## src/rtl/quad_cascade_counter.sv

```systemverilog
module quad_cascade_counter #(
  parameter int W = 16
) (
  input  logic           clk,
  input  logic           rst_n,
  input  logic           lo_a_i,
  input  logic           lo_b_i,
  input  logic           hi_a_i,
  input  logic           hi_b_i,
  input  logic           lo_en_i,
  input  logic [1:0]     hi_mode_i,
  output logic [2*W-1:0] cnt_o,
  output logic           lo_dir_o,
  output logic           hi_dir_o,
  output logic           lo_ovf_o,
  output logic           lo_unf_o,
  output logic           hi_ovf_o,
  output logic           hi_unf_o
);
  localparam logic [W-1:0] TOP = '1;
  localparam logic [W-1:0] ONE = W'(1);

  logic [2:0] la_s, lb_s, ha_s, hb_s;
  logic [W-1:0] lo_q, hi_q;

  always_ff @(posedge clk or negedge rst_n) begin
    if (!rst_n) begin
      la_s <= '0; lb_s <= '0; ha_s <= '0; hb_s <= '0;
    end else begin
      la_s <= {la_s[1:0], lo_a_i};
      lb_s <= {lb_s[1:0], lo_b_i};
      ha_s <= {ha_s[1:0], hi_a_i};
      hb_s <= {hb_s[1:0], hi_b_i};
    end
  end

  // one phase moved -> valid; direction from new A against old B
  logic lo_valid, lo_up, hq_valid, hq_up;
  assign lo_valid = (la_s[1] ^ la_s[2]) ^ (lb_s[1] ^ lb_s[2]);
  assign lo_up    = la_s[1] ^ lb_s[2];
  assign hq_valid = (ha_s[1] ^ ha_s[2]) ^ (hb_s[1] ^ hb_s[2]);
  assign hq_up    = ha_s[1] ^ hb_s[2];

  logic lo_step, lo_wup, lo_wdn;
  assign lo_step = lo_en_i & lo_valid;
  assign lo_wup  = lo_step &  lo_up & (lo_q == TOP);
  assign lo_wdn  = lo_step & ~lo_up & (lo_q == '0);

  logic hi_step, hi_up;
  always_comb begin
    hi_step = 1'b0;
    hi_up   = 1'b0;
    unique case (hi_mode_i)
      2'b01: begin hi_step = hq_valid;        hi_up = hq_up;  end
      2'b10: begin hi_step = lo_wup | lo_wdn; hi_up = lo_wup; end
      default: ;
    endcase
  end

  always_ff @(posedge clk or negedge rst_n) begin
    if (!rst_n) begin
      lo_q <= '0; hi_q <= '0;
      lo_dir_o <= 1'b0; hi_dir_o <= 1'b0;
      lo_ovf_o <= 1'b0; lo_unf_o <= 1'b0;
      hi_ovf_o <= 1'b0; hi_unf_o <= 1'b0;
    end else begin
      lo_ovf_o <= lo_wup;
      lo_unf_o <= lo_wdn;
      hi_ovf_o <= hi_step &  hi_up & (hi_q == TOP);
      hi_unf_o <= hi_step & ~hi_up & (hi_q == '0);
      if (lo_step) begin
        lo_q     <= lo_up ? lo_q + ONE : lo_q - ONE;
        lo_dir_o <= ~lo_up;
      end
      if (hi_step) begin
        hi_q     <= hi_up ? hi_q + ONE : hi_q - ONE;
        hi_dir_o <= ~hi_up;
      end
    end
  end

  assign cnt_o = {hi_q, lo_q};
endmodule

```

## config.mk

```make
export PLATFORM = sky130hd
export DESIGN_NAME = quad_cascade_counter
export DESIGN_NICKNAME = d
export VERILOG_FILES = /design/src/rtl/quad_cascade_counter.sv
export SDC_FILE = /design/constraint.sdc
export NUM_CORES = 1
export LEC_CHECK = 0
export BUFFER_PORTS_ARGS = -buffer_cell sky130_fd_sc_hd__buf_4
export CORE_MARGIN = 2
export CORE_UTILIZATION = 58
export CTS_CLUSTER_SIZE = 16
export DETAILED_ROUTE_END_ITERATION = 8
export MAX_ROUTING_LAYER = met4
export PLACE_DENSITY = 0.81
export SKIP_CTS_REPAIR_TIMING = 1
export SYNTH_ARGS = -nofsm -noshare
export SYNTH_HDL_FRONTEND = slang
export SYNTH_SLANG_ARGS = --single-unit
```

## constraint.sdc

```tcl
create_clock -name clk -period 5.1 [get_ports clk]
set_input_delay 0.51 -clock clk [delete_from_list [all_inputs] [get_ports clk]]
set_output_delay 0.51 -clock clk [all_outputs]
set_load 0.01 [all_outputs]
```

-- Word-level counts from Yosys, hierarchy flattened
Cells that the tools add are included.
- equal/unequal tests: 4
- mux-type cells: 4
- bitwise gates (word level): 20
- reductions and logical operators: 2
- $add $sub $neg: 4
- operators with widths (kind ; number):
    16-bit by 1-bit adder with 16-bit output, second input constant ; 2
    16-bit equality test, second input constant ; 2
    16-bit logical NOT ; 2
    16-bit 2-to-1 mux ; 2
    16-bit by 1-bit subtractor with 16-bit output, second input constant ; 2
    1-bit bitwise AND ; 9
    1-bit bitwise XOR ; 8
    1-bit case mux with 2 select lines ; 2
    2-bit by 1-bit equality test with 1-bit output, second input constant ; 1
    2-bit equality test, second input constant ; 1
    1-bit inverter ; 2
    1-bit bitwise OR ; 1
- input bits: 9
- word-level logic and storage cells: 46
- output and inout port bits: 38
- flip-flop bits (word level): 50

-- Depth between registers and ports, before layout
Gate-level depths: netlist (run 1).
- depth after elaboration: 9
- mapped depth: 14
- mapped depth without buffers: 14

-- Least setup slack after synthesis (run 1)
Ideal clock, no wire load.
- path type: register -> register
- start point: register la_s[1]
- end point: register hi_q[14]
- stages on the path, launching flop included: 14
- data arrival time: 4061 ps
- clock period less this slack: 4186 ps
- path buffers: 0
- setup slack: 914 ps
- library setup time: 125 ps
- data required time: 4975 ps
- cell sequence: dfrtp_1 xor2_1 inv_2 or4b_4 a21boi_4 or2_2 ha_1 nor2b_1 o311a_1 nor3_1 o21ai_0 a311oi_1 xnor2_1 mux2_2
- cells in the longest elaborated chain, start to end: 7
- elaborated cells on any way between the ends: 13
- those cells by class: mux (3); bitwise (10)
- ends and longest elaborated chain (item ; line ; RTL):
    start, declared ; 23 ; logic [2:0] la_s, lb_s, ha_s, hb_s;
    start signal, assigned ; 30 ; la_s <= {la_s[1:0], lo_a_i};
    1-bit bitwise XOR (2 in a row) ; 39 ; assign lo_valid = (la_s[1] ^ la_s[2]) ^ (lb_s[1] ^ lb_s[2]);
    1-bit bitwise AND ; 45 ; assign lo_step = lo_en_i & lo_valid;
    1-bit bitwise AND (on tied branches) (2 in a row) ; 46, 47 ;
    1-bit case mux with 2 select lines or 1-bit bitwise OR (tied branches) ; 53, 55 ;
    16-bit 2-to-1 mux or 1-bit case mux with 2 select lines (tied branches) ; 76, 53 ;
    end signal, assigned ; 76 ; hi_q <= hi_up ? hi_q + ONE : hi_q - ONE;
    end, declared ; 24 ; logic [W-1:0] lo_q, hi_q;
Several ways; a longest one is shown, not always the timed one.
A chain may end at the register's enable or synchronous reset.

-- Worst setup path after layout (run 1)
- start point: register lo_q[2]
- end point: register hi_q[14]
- cells in the longest elaborated chain, start to end: 4
- elaborated cells on any way between the ends: 8
- those cells by class: eq/ne (1); mux (3); bitwise (3); reduce/logical (1)
- ends and longest elaborated chain (item ; line ; RTL):
    start, declared ; 24 ;
    start signal, assigned ; 72 ; lo_q <= lo_up ? lo_q + ONE : lo_q - ONE;
    16-bit equality test or 16-bit logical NOT (tied branches) ; 46, 47 ;
    1-bit bitwise AND (on tied branches) ; 46, 47 ;
    1-bit case mux with 2 select lines or 1-bit bitwise OR (tied branches) ; 53, 55 ;
    16-bit 2-to-1 mux or 1-bit case mux with 2 select lines (tied branches) ; 76, 53 ;
Several ways; a longest one is shown, not always the timed one.

==> results of run 1 <==
[worst max-delay path, stage by stage, from the launching register on]
cell and delay, ns:
dfrtp_1 0.46, nand4_1 0.12, or4_1 0.56, or4b_4 0.58
a21boi_4 0.18, or2_2 0.45, ha_1 0.38, nor2b_1 0.17
o311a_1 0.31, nor3_1 0.30, o21ai_0 0.22, a311oi_1 0.37
xnor2_1 0.11, mux2_2 0.26
[power groups by stage]
stage / registers, uW / logic, uW / clock network, uW
2_1_floorplan: 739 / 976 / 0
3_3_place_gp: 731 / 1380 / 0
3_5_place_dp: 736 / 1430 / 0
4_1_cts: 729 / 1450 / 289
5_1_grt: 758 / 1630 / 301
6_report: 735 / 1460 / 280
[logic make-up after synthesis]
kind of cell | synth area share, %
simple gates | 16.2
xor+xnor | 9.04
mux | 5.69
flops | 38.0
buf+inv | 2.09
fa+ha+maj | 13.0
compound gates | 16.1
[cells in the mapped netlist (2+ instances only)]
cell      instances  area share, %
dfrtp_1          50             38
ha_1             31             12
nand2_1          31            3.5
o21ai_0          25            3.8
a21oi_1          23            3.5
xnor2_1          19            5.0
xor2_1           15            4.0
mux2_2           14            4.8
nand4_1          14            2.7
nor2_1           14            1.6
a21o_1            8            1.8
inv_1             8           0.91
nor3_1            7            1.1
nor4_1            7            1.3
o21a_1            6            1.4
nor2b_1           5           0.95
nand2b_1          4           0.76
and3_1            3           0.57
clkbuf_1          3           0.34
mux2i_1           3           0.91
nand3_1           3           0.46
or4_1             3           0.68
a211oi_1          2           0.46
a21boi_0          2           0.46
a31oi_1           2           0.38
fa_1              2            1.2
nor4b_1           2           0.53
o21bai_1          2           0.46
o22ai_1           2           0.38
[area by class of cell]
class | instances | share of cell area (%)
repair buffers | 48 | 9.43
flip-flops and latches | 50 | 32.7
clock buffers | 6 | 1.90
multi-input cells | 268 | 51.7
inverters | 9 | 0.884
well taps | 72 | 2.36
clock inverters | 2 | 0.982
[state kept, by name (all words and copies together), names as in the netlist, 3 cells and up]
signal	count
lb_s	3
ha_s	3
hb_s	3
lo_q	16
la_s	3
hi_q	16
[per-layer routing]
layer / wire length, um / share of wire, % / vias to the layer above / GRT usage (%)
met1: 3300 / 45 / 1307 / 35.0
met2: 3450 / 47 / 90 / 40.0
met4: 97 / 1.3 / 0 / 8.10
met5: 0 / 0 / - / -
li1: - / - / 1323 / -
met3: 418 / 5.7 / 9 / 4.19
[stage by stage]
stage,util (%),instance area [um^2]
2_1_floorplan,-,3300
3_3_place_gp,67.4,3710
3_5_place_dp,67.4,3710
4_1_cts,69.4,3820
5_1_grt,69.4,3820
6_report,69.4,3820
[worst max-delay path by stage]
stage                            to  cells after the start                start
2_1_floorplan  hi_q[14]$_DFFE_PN0P_                     13    la_s[1]$_DFF_PN0_
3_3_place_gp   hi_q[14]$_DFFE_PN0P_                     14              lo_en_i
3_5_place_dp   hi_q[14]$_DFFE_PN0P_                     14              lo_en_i
4_1_cts        hi_q[14]$_DFFE_PN0P_                     13  lo_q[2]$_DFFE_PN0P_
5_1_grt        hi_q[14]$_DFFE_PN0P_                     13  lo_q[3]$_DFFE_PN0P_
6_report       hi_q[14]$_DFFE_PN0P_                     13  lo_q[2]$_DFFE_PN0P_
==> flow_summary.json, run 1 <==
{
  "status": "finished clean",
  "syn-mean-instance-area_um2": 9.90,
  "setup-tns-final_ns": 0,
  "swShare_pct": 44.2,
  "remaining_drc_errors": 0,
  "crit_path_start_kind": "flop",
  "async_flop_share_pct": 100,
  "rrSetupSlack_ns": 0.52,
  "ant_nets": 0,
  "start_util_pct": 59.9,
  "dp.cells": 447,
  "p_per_area_nw_per_um2": 647,
  "finalSetupViolCount": 0,
  "fin_crit_ns": 4.58,
  "synth_cell_types": 52,
  "ir_worst_vdd_mv": 0.347,
  "fin_hold_ws_ns": 0.197,
  "hold_viol": 0,
  "path_class": "flop to flop",
  "seqPwrFrac_pct": 29.8,
  "synth_warnings": 0,
  "syn_to_final_growth_pct": 15.9,
  "fp.dieH_um": 79.4,
  "grt_pass1_wl_um": 12500,
  "cts_htree_levels": 2,
  "drt-initial-drc-count": 126,
  "dr.pass1.iters": 4,
  "netlist_instances": 333,
  "p_comb_share_pct": 58.9,
  "cts_tree": "done",
  "clk_path_buf_depth": 2,
  "rsz0062_at_grt": "no",
  "rr_startpoint": "lo_q[2]$_DFFE_PN0P_",
  "cp-end-kind": "flop",
  "place_ws_ns": 0.496,
  "cts_made_buffers": 5,
  "maxSlewHeadroom_pct": 28.2,
  "period_share_pct": 89.7,
  "hold_class": "primary input to asynchronous set/reset pin",
  "overflow": 0,
  "mostFrequentLayoutCell": "dfrtp_1",
  "num-nets-final": 424,
  "grt_max_degree": 51,
  "path_clk_slew_ns": 0.09,
  "ios": 47,
  "wl_um": 7270,
  "seq_area_um2": 1250,
  "tightestPinTransition_ns": 1.06,
  "core_area_um2": 5510,
  "die_x_um": 79.4,
  "via_per_inst": 6.00,
  "netlist_area_um2": 3300,
  "num_rows": 27,
  "multi_input_area_um2": 1980,
  "antenna_found_initial": 0,
  "rr_endpoint": "hi_q[14]$_DFFE_PN0P_",
  "wl_per_cell_um": 16.0,
  "die-area_um2": 6300,
  "drive_above_1_share_pct": 19.6,
  "synth-edff-count": 0,
  "seq_area_frac_synth_pct": 38.0,
  "syn-num-nets": 375,
  "vias": 2729,
  "synth-seq-cells": 50,
  "clock.fmax_ghz": 0.219,
  "layout_setup_ws_ns": 0.524,
  "clock_skew_ns": 0.00419,
  "power_uw": 2470,
  "reg2reg_depth": 13,
  "drv_slew": 0,
  "max_cap_viol_count": 0,
  "p_leak_uw": 0.00174,
  "p_int_uw": 1380,
  "clock_latency_ns": 0.30,
  "dpl.hpwl_um": 5290,
  "track_usage_pct": 25.8,
  "p_clk_share_pct": 11.3,
  "stdcell_count": 455,
  "p_switching_uw": 1090,
  "grt_pass1_vias": 2671,
  "synth_top_flop_cell": "dfrtp_1",
  "n_fill_cell": 455,
  "arrival_ns": 4.77,
  "final_cell_mix": "dfrtp_1, buf_4, nand2_1, ha_1, o21ai_0",
  "cts_root_buf": "clkbuf_8",
  "cp.required_ns": 5.30,
  "place_congestion": 0.931,
  "cp_max_fo": 16,
  "cts_sinks": 50,
  "portBuffers": 46,
  "antenna_cells": 0
}
Note: power is estimated with default switching activity, not from simulation.
==> run 2, diff against run 1 <==
CELL_PAD_IN_SITES_DETAIL_PLACEMENT = 0   (was not set)
CELL_PAD_IN_SITES_GLOBAL_PLACEMENT = 1   (was not set)
CORE_UTILIZATION = 45   (was 58)
PLACE_DENSITY = not set   (was 0.81)
PLACE_DENSITY_LB_ADDON = 0.1   (was not set)
clock period = 4.25 ns   (was 5.1 ns; I/O delays follow)
==> run 2 against run 1 <==
Effect of this change:
- utilization shrank 13 points
- critical path depth grew 1
- sequential power grew 12%
- wire length grew 5.9%
- via count grew 0.29%
- clock power grew 20%
- die area grew 27%
- combinational power grew 34%
- power grew 26%
- sequential cell count is the same
- design area grew 5.8%
- final cell count grew 11%
- largest cell class unchanged
- largest power group unchanged
==> flow_summary.json, run 2 (synthesis results as in run 1) <==
{
  "arrival_ns": 4.19,
  "die-area_um2": 8020,
  "cts_tree": "done",
  "largestRegisters": "hi_q (16), lo_q (16)",
  "postPlaceCellArea_um2": 3920,
  "cts_root_buf": "clkbuf_8",
  "core_area_um2": 7180,
  "hold_class": "primary input to asynchronous set/reset pin",
  "cp-end-kind": "flop",
  "cts_made_buffers": 5,
  "cp_max_fo": 9,
  "fp.dieH_um": 89.6,
  "hold_viol": 0,
  "wl_per_cell_um": 15.3,
  "finalSetupViolCount": 0,
  "dpl.hpwl_um": 5660,
  "power_uw": 3110,
  "grt_max_degree": 51,
  "grt_pass1_wl_um": 12400,
  "ir_worst_vdd_mv": 0.355,
  "clock_skew_ns": 0.00442,
  "cp.required_ns": 4.44,
  "status": "finished clean",
  "seq_area_um2": 1250,
  "fin_area_um2": 4040,
  "cts_sinks": 50,
  "clock.fmax_ghz": 0.250,
  "drive_above_1_share_pct": 24.9,
  "track_usage_pct": 20.5,
  "multi_input_area_um2": 1990,
  "die_x_um": 89.6,
  "final_cell_mix": "buf_4, dfrtp_1, nand2_1, ha_1, o21ai_0",
  "ant_nets": 0,
  "antenna_found_initial": 0,
  "fin_crit_ns": 4.00,
  "grt_pass1_vias": 2573,
  "rsz0062_at_grt": "no",
  "cts_htree_levels": 2,
  "path_clk_slew_ns": 0.09,
  "start_util_pct": 45.9,
  "vias": 2737,
  "antenna_cells": 0,
  "period_share_pct": 94.2,
  "portBuffers": 46,
  "num-nets-final": 447,
  "p_per_area_nw_per_um2": 769,
  "p_leak_uw": 0.00186,
  "ios": 47,
  "mostFrequentLayoutCell": "buf_4",
  "path_class": "flop to flop",
  "via_per_inst": 5.43,
  "wl_um": 7710,
  "overflow": 0,
  "n_fill_cell": 659,
  "crit_path_start_kind": "flop",
  "max_cap_viol_count": 0,
  "syn_to_final_growth_pct": 22.7,
  "remaining_drc_errors": 0,
  "tightestPinTransition_ns": 0.645,
  "place_congestion": 0.842,
  "clk_path_buf_depth": 2,
  "drv_slew": 0,
  "maxSlewHeadroom_pct": 57.0,
  "dr.pass1.iters": 4,
  "num_rows": 31,
  "clock_latency_ns": 0.30,
  "drt-initial-drc-count": 119
}
run 2: where the power goes:
part           leakage, uW  internal (uW)  total [uW]  switching [uW]
clock network    0.0000542            173         335             162
registers         0.000604            636         826             190
logic              0.00120            967        1950             982
total              0.00186           1780        3110            1330
run 2: worst paths after layout:
| kind | from | end | slack, ns | cells after the start |
|---|---|---|---|---|
| setup reg to reg | lo_q[9]$_DFFE_PN0P_ | hi_q[12]$_DFFE_PN0P_ | 0.25 | 14 |
| max in group asynchronous | rst_n | lo_ovf_o$_DFF_PN0_ | 3.67 | 1 |
| min in group clk | lo_a_i | la_s[0]$_DFF_PN0_ | 0.23 | 1 |
| hold / removal | rst_n | hi_q[11]$_DFFE_PN0P_ | 0.14 | 1 |
| hold reg to reg | lb_s[0]$_DFF_PN0_ | lb_s[1]$_DFF_PN0_ | 0.36 | 0 |
| setup / recovery | lo_q[9]$_DFFE_PN0P_ | hi_q[12]$_DFFE_PN0P_ | 0.25 | 14 |
run 2: stage by stage:
| step | cells | utilization (%) | setup WS [ns] | TNS, ns | hold WS, ns |
|---|---|---|---|---|---|
| finish | 504 | 56.3 | 0.247 | 0 | 0.143 |
| global route | 504 | 56.3 | 0.0732 | 0 | 0.193 |
| CTS | 504 | 56.1 | 0.0630 | 0 | 0.166 |
| detailed placement | 497 | 54.6 | -0.0565 | -0.110 | 0.337 |
| global placement | 497 | 54.6 | 0.0732 | 0 | 0.335 |
| floorplan | 333 | - | 0.0644 | 0 | 0.129 |
run 2: metal layers:
| metal | vias to the layer above | GRT usage (%) | wire, um |
|---|---|---|---|
| met2 | 62 | 29.9 | 3350 |
| met3 | 6 | 3.20 | 306 |
| met5 | - | - | 0 |
| li1 | 1381 | - | - |
| met1 | 1288 | 30.2 | 3990 |
| met4 | 0 | 3.80 | 57 |
run 2: area by class of cell:
cell class,count,area share (%)
clock buffer,5,1.70
clock inverter,2,0.959
inverter,9,0.836
multi-input combinational,268,49.3
sequential,50,31.0
tap,99,3.06
timing repair buffer,71,13.2
run 2: worst max-delay path, cell delays in order (launching register included):
cell and delay, ns:
dfrtp_1 0.37, nand4_1 0.15, or4_1 0.54, or4b_4 0.54
a21boi_4 0.15, or2_4 0.29, buf_4 0.19, ha_1 0.30
and3_1 0.17, o311a_1 0.13, nor4b_1 0.37, o21bai_1 0.16
a21oi_1 0.19, xnor2_1 0.07, mux2_2 0.26
==> run 3, diff against run 2 <==
==> constraint.sdc (replaced) <==
create_clock -name clk -period 4.28 [get_ports clk]
set_input_delay 1.07 -clock clk [delete_from_list [all_inputs] [get_ports clk]]
set_output_delay 1.07 -clock clk [all_outputs]
set_load 0.01 [all_outputs]
==> run 3 against run 2 <==
Effect of this change:
- non-clock buffer count is 8 higher
- design area is 3.7% higher
- largest cell class unchanged
- power is 2.9% higher
- sequential power is 5.9% higher
- first-iteration DRC count is 14% lower
- final cell count is 2.0% higher
- utilization is 2.1 points higher
==> flow_summary.json, run 3 (synthesis results as in run 1) <==
{
  "period_share_pct": 96.7,
  "finalSetupViolCount": 0,
  "grt_pass1_vias": 2628,
  "crit_path_start_kind": "primary input",
  "die_x_um": 89.6,
  "arrival_ns": 4.35,
  "layout_setup_ws_ns": 0.142,
  "track_usage_pct": 21.0,
  "clock_latency_ns": 0.31,
  "dpl.hpwl_um": 5710,
  "path_class": "primary input to flop",
  "hold_class": "flop to flop",
  "num-nets-final": 456,
  "syn_to_final_growth_pct": 27.2,
  "hp-start": "ha_s[0]$_DFF_PN0_",
  "largestRegisters": "hi_q (16), lo_q (16)",
  "cts_htree_levels": 2,
  "clock.fmax_ghz": 0.242,
  "via_per_inst": 5.33,
  "cp-endpoint": "hi_q[13]$_DFFE_PN0P_",
  "clk_path_buf_depth": 2,
  "cts_tree": "done",
  "final_cell_mix": "buf_4, dfrtp_1, nand2_1",
  "whs_path_depth": 0,
  "fin_crit_ns": 4.14,
  "fp.dieH_um": 89.6,
  "clock_skew_ns": 0.0129,
  "place_ws_ns": -0.305,
  "max_cap_viol_count": 0,
  "core_area_um2": 7180,
  "wl_um": 7760,
  "overflow": 0,
  "ant_nets": 0,
  "ios": 47,
  "num_rows": 31,
  "drt-initial-drc-count": 102,
  "rrSetupSlack_ns": 0.46,
  "rsz0062_at_grt": "no",
  "rr_endpoint": "hi_q[13]$_DFFE_PN0P_",
  "mostFrequentLayoutCell": "buf_4",
  "p_per_area_nw_per_um2": 763,
  "cp_max_fo": 5,
  "cp.required_ns": 4.49,
  "status": "finished clean",
  "reg2reg_depth": 13,
  "antenna_found_initial": 0,
  "grt_pass1_wl_um": 12800,
  "cts_made_buffers": 5,
  "path_clk_slew_ns": 0.11,
  "place_congestion": 0.873,
  "hold_viol": 0,
  "crit_path_start": "lo_en_i",
  "cts_sinks": 50,
  "antenna_cells": 0,
  "setup-tns-final_ns": 0,
  "p_leak_uw": 0.00190,
  "fin_hold_ws_ns": 0.357,
  "ir_worst_vdd_mv": 0.333,
  "drv_slew": 0,
  "start_util_pct": 45.9,
  "cts_root_buf": "clkbuf_8",
  "die-area_um2": 8020,
  "dr.pass1.iters": 4,
  "rr_startpoint": "lo_q[3]$_DFFE_PN0P_",
  "drive_above_1_share_pct": 28.9,
  "tightestPinTransition_ns": 0.671,
  "remaining_drc_errors": 0,
  "wl_per_cell_um": 15.1,
  "grt_max_degree": 51,
  "cp-end-kind": "flop",
  "portBuffers": 46,
  "maxSlewHeadroom_pct": 55.2,
  "vias": 2741
}
==> run 3: cell types whose count changed in the layout (fill, tap and decap cells not counted), moves of 2 or more <==
| cell | previous run | this run |
|---|---|---|
| buf_4 | 71 | 79 |
| ha_1 | 31 | 27 |
| ha_4 | 0 | 4 |
| inv_6 | 0 | 2 |
==> run 3: worst max-delay path, cell delays in order <==
cell      delay [ns]
buf_4           0.10
nand4_1         0.07
or4_4           0.53
or4b_4          0.49
a21boi_4        0.16
or2_4           0.29
ha_1            0.34
a21oi_1         0.16
o21ai_1         0.11
a211o_1         0.30
o22ai_4         0.21
o21ai_1         0.10
xor2_1          0.15
mux2_2          0.26
==> run 3: worst min-delay path by stage <==
| stage | to | slack, ns |
|---|---|---|
| 2_1_floorplan | ha_s[1]$_DFF_PN0_ | 0.33 |
| 6_report | ha_s[1]$_DFF_PN0_ | 0.36 |
| 3_3_place_gp | ha_s[1]$_DFF_PN0_ | 0.34 |
| 4_1_cts | ha_s[1]$_DFF_PN0_ | 0.36 |
| 5_1_grt | lb_s[1]$_DFF_PN0_ | 0.37 |
| 3_5_place_dp | ha_s[1]$_DFF_PN0_ | 0.33 |
==> run 3: report_power, final <==
part           total [uW]  internal, uW  switching (uW)
combinational        2030          1060             968
sequential            875           631             244
clock                 298           121             177
total                3200          1810            1390
==> run 3: cell type report <==
type,instances,area [um^2]
Fill cell,637,2980
Tap cell,99,124
Inverter,9,33.8
Sequential cell,50,1250
Clock inverter,3,26.3
Timing Repair Buffer,79,593
Clock buffer,5,68.8
Multi-Input combinational cell,269,2100
==> run 3: stage by stage <==
step | std cells | area, um^2 | power [uW] | util, %
after floorplan | 333 | 3370 | 2110 | -
after global placement | 505 | 4050 | 2840 | 56.4
after detailed placement | 505 | 4050 | 2850 | 56.4
after CTS | 513 | 4140 | 3160 | 57.7
after global routing | 514 | 4190 | 3510 | 58.4
final | 514 | 4190 | 3200 | 58.4
==> run 3: per-layer routing <==
layer | part of all wire, % | up-vias | GRT usage (%)
met5 | 0 | - | -
met4 | 1.4 | 0 | 4.21
met3 | 2.3 | 8 | 3.29
met2 | 44 | 38 | 30.8
met1 | 52 | 1300 | 30.7
li1 | - | 1395 | -
